File: config.mk
export PLATFORM = sky130hd
export DESIGN_NAME = r4sa_array
export DESIGN_NICKNAME = d
export VERILOG_FILES = /design/src/rtl/r4sa_pkg.sv /design/src/rtl/r4sa_skew.sv /design/src/rtl/r4sa_coef_ctrl.sv /design/src/rtl/r4sa_pe.sv /design/src/rtl/r4sa_array.sv
export SDC_FILE = /design/constraint.sdc
export NUM_CORES = 2
export LEC_CHECK = 0
export BUFFER_PORTS_ARGS = -buffer_cell sky130_fd_sc_hd__buf_4
export CORE_ASPECT_RATIO = 2
export CORE_MARGIN = 2
export CORE_UTILIZATION = 40
export CTS_CLUSTER_DIAMETER = 120
export DETAILED_ROUTE_END_ITERATION = 7
export HOLD_SLACK_MARGIN = 0.15
export MAX_ROUTING_LAYER = met4
export PLACE_DENSITY = 0.65
export SYNTH_ARGS = -nofsm -noshare
export SYNTH_HDL_FRONTEND = slang
export SYNTH_HIERARCHICAL = 1
export SYNTH_SLANG_ARGS = --single-unit
File: constraint.sdc
create_clock -name clk -period 4 [get_ports clk]
set_clock_uncertainty 0.15 [all_clocks]
set_input_delay 0.6 -clock clk [delete_from_list [all_inputs] [get_ports clk]]
set_output_delay 0.6 -clock clk [all_outputs]
set_load 0.02 [all_outputs]
File: src/rtl/r4sa_pkg.sv
package r4sa_pkg;

    // Coefficient codes; bit 1 flips the sign, bit 0 swaps real/imaginary.
    typedef enum logic [1:0] {
        CODE_POS1 = 2'b00,
        CODE_NEGJ = 2'b01,
        CODE_NEG1 = 2'b10,
        CODE_POSJ = 2'b11
    } coef_code_e;

    typedef enum logic [1:0] {
        SH_EMPTY,
        SH_FILL,
        SH_FULL,
        SH_DRAIN
    } shadow_state_e;

endpackage

File: src/rtl/r4sa_skew.sv
// Delay line: tap i carries the input delayed by LEAD+i register stages.
module r4sa_skew #(
    parameter int W    = 8,
    parameter int LEAD = 0,
    parameter int TAPS = 4
) (
    input  logic         clk,
    input  logic         rst_n,
    input  logic [W-1:0] d_i,
    output logic [W-1:0] tap_o [TAPS]
);
    localparam int NSTG = LEAD + TAPS;

    logic [W-1:0] stg [NSTG];

    assign stg[0] = d_i;

    for (genvar k = 1; k < NSTG; k++) begin : g_stage
        always_ff @(posedge clk) begin
            if (!rst_n) stg[k] <= '0;
            else        stg[k] <= stg[k-1];
        end
    end

    for (genvar t = 0; t < TAPS; t++) begin : g_tap
        assign tap_o[t] = stg[LEAD+t];
    end
endmodule

File: src/rtl/r4sa_coef_ctrl.sv
module r4sa_coef_ctrl
    import r4sa_pkg::*;
#(
    parameter int LANES = 4
) (
    input  logic                              clk,
    input  logic                              rst_n,
    input  logic                              shift_i,
    input  logic [2*LANES-1:0]                row_i,
    input  logic                              commit_i,
    output logic                              commit_acc_o,
    output logic [LANES-1:0][2*LANES-1:0]     shadow_o
);
    localparam int DRAIN_LEN = 2*LANES - 1;
    localparam int FW        = $clog2(LANES + 1);
    localparam int DWID      = $clog2(DRAIN_LEN + 1);

    shadow_state_e                  state_q, state_d;
    logic [FW-1:0]                  fill_q, fill_d;
    logic [DWID-1:0]                drain_q, drain_d;
    logic [LANES-1:0][2*LANES-1:0]  shadow_q;
    logic                           shift_do;

    // State register
    always_ff @(posedge clk) begin
        if (!rst_n) begin
            state_q <= SH_EMPTY;
            fill_q  <= '0;
            drain_q <= '0;
        end else begin
            state_q <= state_d;
            fill_q  <= fill_d;
            drain_q <= drain_d;
        end
    end

    // Next state
    always_comb begin
        state_d = state_q;
        fill_d  = fill_q;
        drain_d = drain_q;
        unique case (state_q)
            SH_EMPTY: if (shift_i) begin
                state_d = SH_FILL;
                fill_d  = FW'(1);
            end
            SH_FILL: if (shift_i) begin
                fill_d = fill_q + FW'(1);
                if (fill_q == FW'(LANES-1)) state_d = SH_FULL;
            end
            SH_FULL: if (commit_i) begin
                state_d = SH_DRAIN;
                drain_d = '0;
            end
            SH_DRAIN: begin
                if (drain_q == DWID'(DRAIN_LEN-1)) state_d = SH_FULL;
                else                               drain_d = drain_q + DWID'(1);
            end
            default: state_d = SH_EMPTY;
        endcase
    end

    // Outputs
    always_comb begin
        commit_acc_o = (state_q == SH_FULL) && commit_i;
        shift_do     = shift_i && (state_q != SH_DRAIN) && !commit_acc_o;
    end

    always_ff @(posedge clk) begin
        if (!rst_n) begin
            shadow_q <= '0;
        end else if (shift_do) begin
            for (int k = 0; k < LANES-1; k++) shadow_q[k] <= shadow_q[k+1];
            shadow_q[LANES-1] <= row_i;
        end
    end

    assign shadow_o = shadow_q;


    drain_frozen_chk: assert property (@(posedge clk) disable iff (!rst_n)
        (state_q == SH_DRAIN) |-> $stable(shadow_q));


    full_entry_chk: assert property (@(posedge clk) disable iff (!rst_n)
        (state_q == SH_FULL) |-> ($past(state_q) != SH_EMPTY));


    commit_gate_chk: assert property (@(posedge clk) disable iff (!rst_n)
        commit_acc_o |=> (state_q == SH_DRAIN));
endmodule

File: src/rtl/r4sa_pe.sv
module r4sa_pe
    import r4sa_pkg::*;
#(
    parameter int DW  = 12,
    parameter int AW  = 15,
    parameter int ROW = 0
) (
    input  logic          clk,
    input  logic          rst_n,
    input  logic          x_vld_i,
    input  logic          x_cmt_i,
    input  logic [DW-1:0] x_re_i,
    input  logic [DW-1:0] x_im_i,
    input  logic [1:0]    shadow_code_i,
    input  logic          psum_vld_i,
    input  logic [AW-1:0] psum_re_i,
    input  logic [AW-1:0] psum_im_i,
    output logic          psum_vld_o,
    output logic [AW-1:0] psum_re_o,
    output logic [AW-1:0] psum_im_o
);
    localparam int LIM = (ROW + 1) * (2 ** (DW - 1));

    logic [1:0]           act_q, code_use;
    logic signed [AW-1:0] a_ext, b_ext, re_op, im_op;
    logic                 re_neg, im_neg;
    logic [AW-1:0]        psum_re_q, psum_im_q;
    logic                 psum_vld_q;

    assign a_ext    = AW'($signed(x_re_i));
    assign b_ext    = AW'($signed(x_im_i));
    assign code_use = x_cmt_i ? shadow_code_i : act_q;

    // Operand routing: swap and sign instead of a multiplier
    always_comb begin
        unique case (coef_code_e'(code_use))
            CODE_POS1: begin re_op = a_ext; re_neg = 1'b0; im_op = b_ext; im_neg = 1'b0; end
            CODE_NEGJ: begin re_op = b_ext; re_neg = 1'b0; im_op = a_ext; im_neg = 1'b1; end
            CODE_NEG1: begin re_op = a_ext; re_neg = 1'b1; im_op = b_ext; im_neg = 1'b1; end
            CODE_POSJ: begin re_op = b_ext; re_neg = 1'b1; im_op = a_ext; im_neg = 1'b0; end
            default:   begin re_op = a_ext; re_neg = 1'b0; im_op = b_ext; im_neg = 1'b0; end
        endcase
    end

    always_ff @(posedge clk) begin
        if (!rst_n) begin
            act_q      <= 2'b00;
            psum_re_q  <= '0;
            psum_im_q  <= '0;
            psum_vld_q <= 1'b0;
        end else begin
            if (x_cmt_i) act_q <= shadow_code_i;
            psum_re_q  <= re_neg ? psum_re_i - re_op : psum_re_i + re_op;
            psum_im_q  <= im_neg ? psum_im_i - im_op : psum_im_i + im_op;
            psum_vld_q <= psum_vld_i & x_vld_i;
        end
    end

    assign psum_re_o  = psum_re_q;
    assign psum_im_o  = psum_im_q;
    assign psum_vld_o = psum_vld_q;


    no_overflow_chk: assert property (@(posedge clk) disable iff (!rst_n)
        ($signed(psum_re_q) <= LIM) && ($signed(psum_re_q) >= -LIM) &&
        ($signed(psum_im_q) <= LIM) && ($signed(psum_im_q) >= -LIM));
endmodule

File: src/rtl/r4sa_array.sv
module r4sa_array
    import r4sa_pkg::*;
#(
    parameter  int DW    = 12,
    parameter  int LANES = 4,
    localparam int AW    = DW + $clog2(LANES) + 1
) (
    input  logic                  clk,
    input  logic                  rst_n,
    input  logic                  in_vld,
    input  logic                  in_commit,
    input  logic [LANES*DW-1:0]   in_re,
    input  logic [LANES*DW-1:0]   in_im,
    input  logic                  coef_shift,
    input  logic [2*LANES-1:0]    coef_row,
    output logic [LANES-1:0]      out_vld,
    output logic [LANES*AW-1:0]   out_re,
    output logic [LANES*AW-1:0]   out_im
);
    localparam int BW = 2 + 2*DW;

    logic                            commit_acc;
    logic [LANES-1:0][2*LANES-1:0]   shadow_rows;
    logic [AW-1:0]                   ps_re  [LANES+1][LANES];
    logic [AW-1:0]                   ps_im  [LANES+1][LANES];
    logic                            ps_vld [LANES+1][LANES];

    r4sa_coef_ctrl #(.LANES(LANES)) u_ctrl (
        .clk          (clk),
        .rst_n        (rst_n),
        .shift_i      (coef_shift),
        .row_i        (coef_row),
        .commit_i     (in_commit),
        .commit_acc_o (commit_acc),
        .shadow_o     (shadow_rows)
    );

    for (genvar c = 0; c < LANES; c++) begin : g_top
        assign ps_re[0][c]  = '0;
        assign ps_im[0][c]  = '0;
        assign ps_vld[0][c] = 1'b1;
        assign out_re[c*AW +: AW] = ps_re[LANES][c];
        assign out_im[c*AW +: AW] = ps_im[LANES][c];
        assign out_vld[c]         = ps_vld[LANES][c];
    end

    for (genvar j = 0; j < LANES; j++) begin : g_row
        logic [BW-1:0] row_taps [LANES];

        r4sa_skew #(.W(BW), .LEAD(j), .TAPS(LANES)) u_skew (
            .clk   (clk),
            .rst_n (rst_n),
            .d_i   ({in_vld, commit_acc, in_re[j*DW +: DW], in_im[j*DW +: DW]}),
            .tap_o (row_taps)
        );

        for (genvar i = 0; i < LANES; i++) begin : g_col
            r4sa_pe #(.DW(DW), .AW(AW), .ROW(j)) u_pe (
                .clk           (clk),
                .rst_n         (rst_n),
                .x_vld_i       (row_taps[i][BW-1]),
                .x_cmt_i       (row_taps[i][BW-2]),
                .x_re_i        (row_taps[i][2*DW-1:DW]),
                .x_im_i        (row_taps[i][DW-1:0]),
                .shadow_code_i (shadow_rows[j][2*i +: 2]),
                .psum_vld_i    (ps_vld[j][i]),
                .psum_re_i     (ps_re[j][i]),
                .psum_im_i     (ps_im[j][i]),
                .psum_vld_o    (ps_vld[j+1][i]),
                .psum_re_o     (ps_re[j+1][i]),
                .psum_im_o     (ps_im[j+1][i])
            );
        end
    end

    for (genvar c = 1; c < LANES; c++) begin : g_skew_chk

        lane_skew_chk: assert property (@(posedge clk) disable iff (!rst_n)
            out_vld[c] == $past(out_vld[c-1]));
    end
endmodule

# --- Word level (Yosys, flattened, before mapping) ---
# Index checks and enable logic that the tools add are counted.
word_totals:
  reg_bits: 1036
  inputBits: 109
  out_inout_bits: 124
  elab_cells: 465
classes:
  n_addsub: 58
  eq_ne: 60
  mux: 124
  bitwise_logic: 12
  n_reduce_logical: 122
ops:
  columns: ["operator", "n"]
  rows:
  - ["15-bit case mux with 2 select lines", 32]
  - ["15-bit 2-to-1 mux", 32]
  - ["15-bit adder", 24]
  - ["15-bit subtractor", 24]
  - ["2-bit OR reduction", 96]
  - ["1-bit by 15-bit subtractor with 15-bit output, first input constant", 8]
  - ["2-bit == test, second input constant", 34]
  - ["1-bit case mux with 2 select lines", 32]
  - ["2-bit 2-to-1 mux", 21]
  - ["2-bit by 1-bit == test with 1-bit output, second input constant", 17]
  - ["2-bit logical NOT", 17]
  - ["1-bit bitwise AND", 12]
  - ["3-bit 2-to-1 mux", 4]
  - ["3-bit case mux with 2 select lines", 2]
  - ["2-bit != test, second input constant", 5]
  - ["2-bit case mux with 4 select lines", 1]
  - ["3-bit by 1-bit adder with 3-bit output, second input constant", 2]
  - ["3-bit AND reduction", 2]
  - ["5-bit AND reduction", 1]
  - ["2-bit by 1-bit != test with 1-bit output, second input constant", 2]
  - ["2-bit nonzero test", 2]
  - ["3-bit by 2-bit == test with 1-bit output, second input constant", 1]
  - ["3-bit == test, second input constant", 1]
  - ["1-bit logical AND", 3]
  - ["1-bit logical NOT", 1]

# --- Longest topological paths before layout ---
logic_depth:
  depth_word: 8
  ltp_mapped: 21
  ltp_nobuf: 17

# --- Hierarchy ---
# The synthesis kept the hierarchy.
by_module_without_submodules:
  columns: ["mod", "instances", "cells_each", "area_per_inst_um2"]
  rows:
  - ["r4sa_pe (g_row[0].g_col[2].u_pe ...)", 7, 403, 3284.4]
  - ["r4sa_pe (g_row[0].g_col[0].u_pe ...)", 4, 384, 3141.8]
  - ["r4sa_pe (g_row[3].g_col[1].u_pe ...)", 2, 376, 3079.2]
  - ["r4sa_skew (g_row[3].u_skew)", 1, 433, 5064.9]
  - ["r4sa_skew (g_row[2].u_skew)", 1, 378, 4335.4]
  - ["r4sa_pe (g_row[3].g_col[0].u_pe)", 1, 416, 3318.2]
  - ["r4sa_pe (g_row[1].g_col[2].u_pe)", 1, 401, 3289.4]
  - ["r4sa_pe (g_row[3].g_col[3].u_pe)", 1, 407, 3201.8]
  - ["r4sa_skew (g_row[1].u_skew)", 1, 219, 2831.5]
  - ["r4sa_skew (g_row[0].u_skew)", 1, 190, 2299.7]
  - ["r4sa_coef_ctrl", 1, 162, 1579.0]
  - ["r4sa_array", 1, 6, 37.5]

# --- Least setup slack after synthesis ---
# No wires, ideal clock.
synth_path:
  path_type: "register to register"
  start: "reg g_row[3].u_skew.stg, in the netlist g_row[3].u_skew/tap_o[76]"
  end: "reg g_row[3].g_col[1].u_pe.psum_re_q[14]"
  arrival_time_ns: 3.901
  required_ns: 3.716
  path_slack_ns: -0.185
  path_stages_with_launch: 15
  path_buffers: 4
  period_less_slack_ns: 4.185
  path_cell_list: "dfxtp_1 -> buf_4 -> mux2i_2 -> buf_2 -> buf_2 -> buf_2 -> mux2i_1 -> xnor2_1 -> fa_1 -> a211oi_1 -> o211ai_1 -> a41oi_1 -> o31a_1 -> nor4_1 -> or4_1"
synth_via:
  elab_chain_len: 6
  elab_cells_between_ends: 14
  cone_classes: "add/sub: 2; eq/ne: 3; mux: 4; reduce/logical: 5"
synth_lines:
  columns: ["item", "line", "source"]
  rows:
  - ["start, declared", "r4sa_skew.sv:14", "logic [W-1:0] stg [NSTG];"]
  - ["start signal, assigned by index", "r4sa_skew.sv:21", "else stg[k] <= stg[k-1];"]
  - ["2-bit 2-to-1 mux (*)", null, null]
  - ["2-bit by 1-bit == test with 1-bit output (tied with other cells)", "r4sa_pe.sv:36", "unique case (coef_code_e'(code_use))"]
  - ["2-bit OR reduction (no line)", null, null]
  - ["15-bit case mux with 2 select lines", "r4sa_pe.sv:36", null]
  - ["15-bit adder or 15-bit subtractor (tied branches)", "r4sa_pe.sv:53", "psum_re_q <= re_neg ? psum_re_i - re_op : psum_re_i + re_op;"]
  - ["15-bit 2-to-1 mux (*)", "r4sa_pe.sv:53", null]
  - ["end signal, assigned", "r4sa_pe.sv:53", null]
  - ["end, declared", "r4sa_pe.sv:27", "logic [AW-1:0] psum_re_q, psum_im_q;"]
# Mark *: on every way between the ends. The rest lies on a longest branch, timed or not.
# A chain may end at the register's enable or synchronous reset.

# --- Worst setup path in the final report ---
layout_path:
  start: "reg g_row[2].u_skew.stg, in the netlist g_row[2].u_skew/tap_o[50]"
  end: "reg g_row[2].g_col[2].u_pe.psum_re_q[14]"
layout_via:
  elab_chain_len: 6
  elab_cells_between_ends: 14
  cone_classes: "add/sub: 2; eq/ne: 3; mux: 4; reduce/logical: 5"
layout_lines:
  columns: ["item", "line"]
  rows:
  - ["start, declared", "r4sa_skew.sv:14"]
  - ["start signal, assigned by index", "r4sa_skew.sv:21"]
  - ["2-bit 2-to-1 mux (*)", null]
  - ["2-bit by 1-bit == test with 1-bit output (tied with other cells)", "r4sa_pe.sv:36"]
  - ["2-bit OR reduction (no line)", null]
  - ["15-bit case mux with 2 select lines", "r4sa_pe.sv:36"]
  - ["15-bit adder or 15-bit subtractor (tied branches)", "r4sa_pe.sv:53"]
  - ["15-bit 2-to-1 mux (*)", "r4sa_pe.sv:53"]
  - ["end signal, assigned", "r4sa_pe.sv:53"]
  - ["end, declared", "r4sa_pe.sv:27"]
# Marks and branches as above.

==> out/metrics.csv <==
stage;metric;value;unit
drt;wl_per_cell;20.01;um
sta;worst_slew_pin_slew;1.004;ns
floorplanning;dieWidth;294.8;um
critical_path;critPathSlowestCell;dfxtp_2;
worst_hold_path;hold_start;in_commit;
drt;wirelength;209.7;mm
clock_tree;cts_root_buf;clkbuf_16;
floorplanning;num_rows;213;
critical_path;cp_top_family;compound AO/OA/AOI/OAI gates;
worst_hold_path;hp-class;in2reg;
drt;postRouteAntennaNets;0;
global_routing;grt.overflow.total;0;
floorplanning;ios;233;
critical_path;ff2ff_path_depth;14;
critical_path;crit_arrival;4.34;ns
cells_and_area;drive_gt1_share;11.97;%
synthesis;muxShareOfSynthArea;6.375;%
global_routing;grt_pass1_vias;56850;
synthesis;async_reset_ff_share;0;%
synthesis;synth_edf_count;0;
synthesis;syn_area;67670;um^2
power_and_ir_drop;static-leakage-power;34.30;nW
clock_tree;clk_latency;0.71;ns
flow_run;cap_violations;0;
cells_and_area;regArea;20750;um^2
critical_path;critPathKind;reg2reg;
floorplanning;core_area;168200;um^2
clock_tree;cts_tree;yes;
critical_path;rrSetupSlack;0.16;ns
global_routing;gr-usage-all-layers;24.51;%
critical_path;cpPeakStageDelay;0.42;ns
synthesis;synthCells;7721;
placed_design;hpwl;168.6;mm
synthesis;yosysUniqueCellTypes;99;
global_routing;grt_max_degree;144;
power_and_ir_drop;vdd_ir_drop_max;0.3602;mV
placed_design;place_congestion;0.9858;
synthesis;ys_warn_count;6;
sta;finalSetupViolCount;0;
critical_path;path_buf_inv;2;
clock_tree;cts-buffers-inserted;94;
power_and_ir_drop;total_power;0.03333;W
critical_path;cp_common_cell;a21o_1;
placed_design;placed_cell_area;72090;um^2
global_routing;grt_pass1_wl;318.0;mm
critical_path;reg2reg_from;g_row[2].u_skew/tap_o[50]$_SDFF_PN0_;
placed_design;port_buffers;232;
sta;hold_violations;0;
synthesis;ys_seq_area_share;30.65;%
critical_path;r2r_end;g_row[2].g_col[2].u_pe/psum_re_o[14]$_SDFF_PN0_;
critical_path;cp_cell_sequence;mux2i_4 -> buf_12 -> mux2_4 -> a21oi_4 -> a21oi_1 -> xor2_1 -> ha_1 -> a21o_1 -> a21o_1 -> a21oi_1 -> o211ai_1 -> a21o_1 -> mux2i_2 -> buf_4;
synthesis;synth_fa_ha_area_share;10.19;%
floorplanning;fp.dieH;585.7;um
drt;vias_per_cell;5.341;
cells_and_area;fillers;16260;
floorplanning;dieArea;172700;um^2
floorplanning;start_util;40.24;%
clock_tree;cts_sinks;1036;
cells_and_area;final_nets;8776;
synthesis;synth_xor_area_share;10.46;%
drt;drt_pre_antenna_iters;5;
drt;vias;55960;
sta;fmax;260.4;MHz
status;status;completed;
cells_and_area;multi_input_area;44000;um^2
sta;rsz0062_at_grt;yes;
synthesis;yosys.area_share.simple;19.92;%
cells_and_area;syn2layout_area_growth;13.76;%
drt;drt_iter0_markers;2787;
critical_path;worst_setup_path_end_kind;flop;
critical_path;cp_data_required_time;4.50;ns
sta;slew_headroom;33.09;%
synthesis;yosys_most_used_dff;dfxtp_1;
clock_tree;cts_max_level;3;
critical_path;crit_path_start_kind;flop;
clock_tree;clockBufferDepth;3;
global_routing;antenna_found_initial;4;
drt;post-route-drc-count;0;
worst_hold_path;holdPathStages;4;
synthesis;synth_top_family_by_area;simple AND/OR/NAND/NOR gates;
sta;min_period;3.840;ns
critical_path;worstPathMaxFanout;24;
synthesis;ys_ff_latch;1036;
synthesis;synth_compound_area_share;16.82;%
cells_and_area;post-route-cell-area;76990;um^2
clock_tree;clkSlewWorstSetupHoldPaths;0.07;ns
sta;drv_slew;0;
power_and_ir_drop;power.density;433.0;nW/um^2
worst_hold_path;worstHoldEndpoint;u_ctrl/drain_q[1]$_SDFFE_PN0P_;
synthesis;avgSynthCellArea;8.765;um^2
sta;period_share;96.01;%
==> final cells by class <==
class | count | share of cell area, %
Clock inverter | 61 | 1.079
Clock buffer | 115 | 3.369
Antenna cell | 5 | 0.01625
Sequential cell | 1036 | 26.95
Timing Repair Buffer | 658 | 7.034
Inverter | 150 | 0.7313
Tap cell | 2257 | 3.668
Multi-Input combinational cell | 6195 | 57.15
==> cell usage after synthesis, types with 132 or more instances <==
| cell | count | share of area [%] |
|---|---|---|
| and2_1 | 654 | 6.0 |
| nor3_1 | 243 | 1.8 |
| a21o_1 | 226 | 2.5 |
| clkbuf_1 | 132 | 0.73 |
| mux2i_1 | 324 | 4.8 |
| ha_1 | 500 | 9.2 |
| a21oi_1 | 532 | 3.9 |
| xor2_1 | 294 | 3.8 |
| dfxtp_1 | 1036 | 31 |
| o21ai_0 | 289 | 2.1 |
| xnor2_1 | 495 | 6.4 |
| inv_1 | 146 | 0.81 |
| buf_4 | 243 | 2.7 |
| nand2_1 | 443 | 2.5 |
| nor2_1 | 673 | 3.7 |
==> tightest hold or removal path, cell delays in order <==
cell     delay (ns)
buf_4          0.10
o21ai_2        0.09
o21ai_0        0.17
a21oi_1        0.06
==> metal layers <==
metal | track usage, % | wire length [um] | vias to the layer above
met4 | 23.00 | 23190 | 0
met2 | 45.64 | 111000 | 1444
met3 | 2.273 | 6286 | 734
li1 | - | - | 27480
met1 | 21.35 | 69200 | 26300
met5 | - | 0 | -
==> stage by stage <==
stage	hold slack [ns]	TNS (ns)	worst slack, ns	cells	util (%)
after global routing	0.2031	-0.1333	-0.06104	10480	45.78
after global placement	0.2631	-0.1207	-0.1207	10170	42.87
after detailed placement	0.2684	-0.1461	-0.1152	10170	42.87
after floorplan	0.2619	0	0.04207	7877	-
final	0.2090	0	0.1598	10480	45.78
after CTS	0.1641	0	0.01675	10450	45.54
==> worst max-delay path by stage <==
stage | from | to | cells past startpoint
5_1_grt | g_row[2].u_skew/tap_o[81]$_SDFF_PN0_ | g_row[2].g_col[0].u_pe/psum_im_o[14]$_SDFF_PN0_ | 15
2_1_floorplan | in_commit | g_row[0].g_col[0].u_pe/psum_re_o[14]$_SDFF_PN0_ | 17
6_report | g_row[2].u_skew/tap_o[50]$_SDFF_PN0_ | g_row[2].g_col[2].u_pe/psum_re_o[14]$_SDFF_PN0_ | 14
4_1_cts | g_row[2].u_skew/tap_o[102]$_SDFF_PN0_ | g_row[2].g_col[0].u_pe/psum_im_o[14]$_SDFF_PN0_ | 14
3_5_place_dp | g_row[3].u_skew/tap_o[24]$_SDFF_PN0_ | g_row[3].g_col[3].u_pe/psum_im_o[14]$_SDFF_PN0_ | 15
3_3_place_gp | g_row[3].u_skew/tap_o[24]$_SDFF_PN0_ | g_row[3].g_col[3].u_pe/psum_im_o[14]$_SDFF_PN0_ | 15
==> repair_timing <==
action / 4_1_cts / 5_1_grt
gates resized for setup: 3 / 54
hold buffers: 104 / 0
buffers inserted: 1 / 21
setup endpoints to repair: 4 / 32
pin swaps: 0 / 19
hold endpoints to repair: 111 / 0
==> layout by cell type, fill, tap and decap left out, types with 16 or more instances in the layout <==
| cell | synthesis | layout |
|---|---|---|
| mux2_2 | 28 | 28 |
| a21o_1 | 226 | 226 |
| nor3_1 | 243 | 241 |
| nor2_1 | 673 | 673 |
| o2111ai_1 | 32 | 32 |
| a31oi_1 | 71 | 71 |
| xnor2_1 | 495 | 495 |
| or2_2 | 26 | 26 |
| fa_1 | 32 | 31 |
| buf_4 | 243 | 536 |
| or3_1 | 52 | 52 |
| a21boi_0 | 24 | 22 |
| conb_1 | 2 | 158 |
| nor2b_1 | 49 | 49 |
| o31ai_1 | 51 | 51 |
| ha_1 | 500 | 500 |
| clkbuf_16 | 0 | 96 |
| xor2_1 | 294 | 294 |
| nand2_1 | 443 | 443 |
| o211ai_1 | 76 | 76 |
| and3_1 | 33 | 33 |
| nand2b_1 | 119 | 119 |
| mux2i_1 | 324 | 317 |
| nor4_1 | 28 | 26 |
| buf_12 | 0 | 16 |
| o21a_1 | 89 | 89 |
| o21bai_1 | 26 | 26 |
| mux2_4 | 28 | 28 |
| inv_1 | 146 | 146 |
| o21ai_0 | 289 | 286 |
| a211oi_1 | 53 | 51 |
| dlygate4sd3_1 | 0 | 104 |
| nand3_1 | 129 | 124 |
| and2_1 | 654 | 654 |
| a21oi_1 | 532 | 525 |
| nand4_1 | 50 | 50 |
| dfxtp_1 | 1036 | 1027 |
==> kinds of logic after synthesis <==
| family | count (synthesis) |
|---|---|
| other | 2 |
| XOR/XNOR | 797 |
| multiplexers | 398 |
| adder cells (fa/ha/maj) | 532 |
| buffers and inverters | 646 |
| flip-flops | 1036 |
| AND/OR/NAND/NOR | 2609 |
| AO/OA/AOI/OAI | 1701 |
==> flip-flops by register name, indices dropped and copies added (netlist names) <==
name and count:
u_ctrl/state_q 2, u_ctrl/drain_q 3, g_row.g_col.u_pe/psum_im_o 240, g_row.g_col.u_pe/psum_vld_o 16, u_ctrl/shadow_o 32, g_row.g_col.u_pe/act_q 32, g_row.u_skew/tap_o 390, g_row.g_col.u_pe/psum_re_o 240
u_ctrl/fill_q 3, g_row.u_skew/stg 78
==> power breakdown <==
part	switching, W	total, W	internal [W]
logic	0.00598	0.0108	0.00485
clock network	0.00434	0.00992	0.00557
registers	0.00113	0.0126	0.0115
Note: power is estimated with default switching activity, not from simulation.
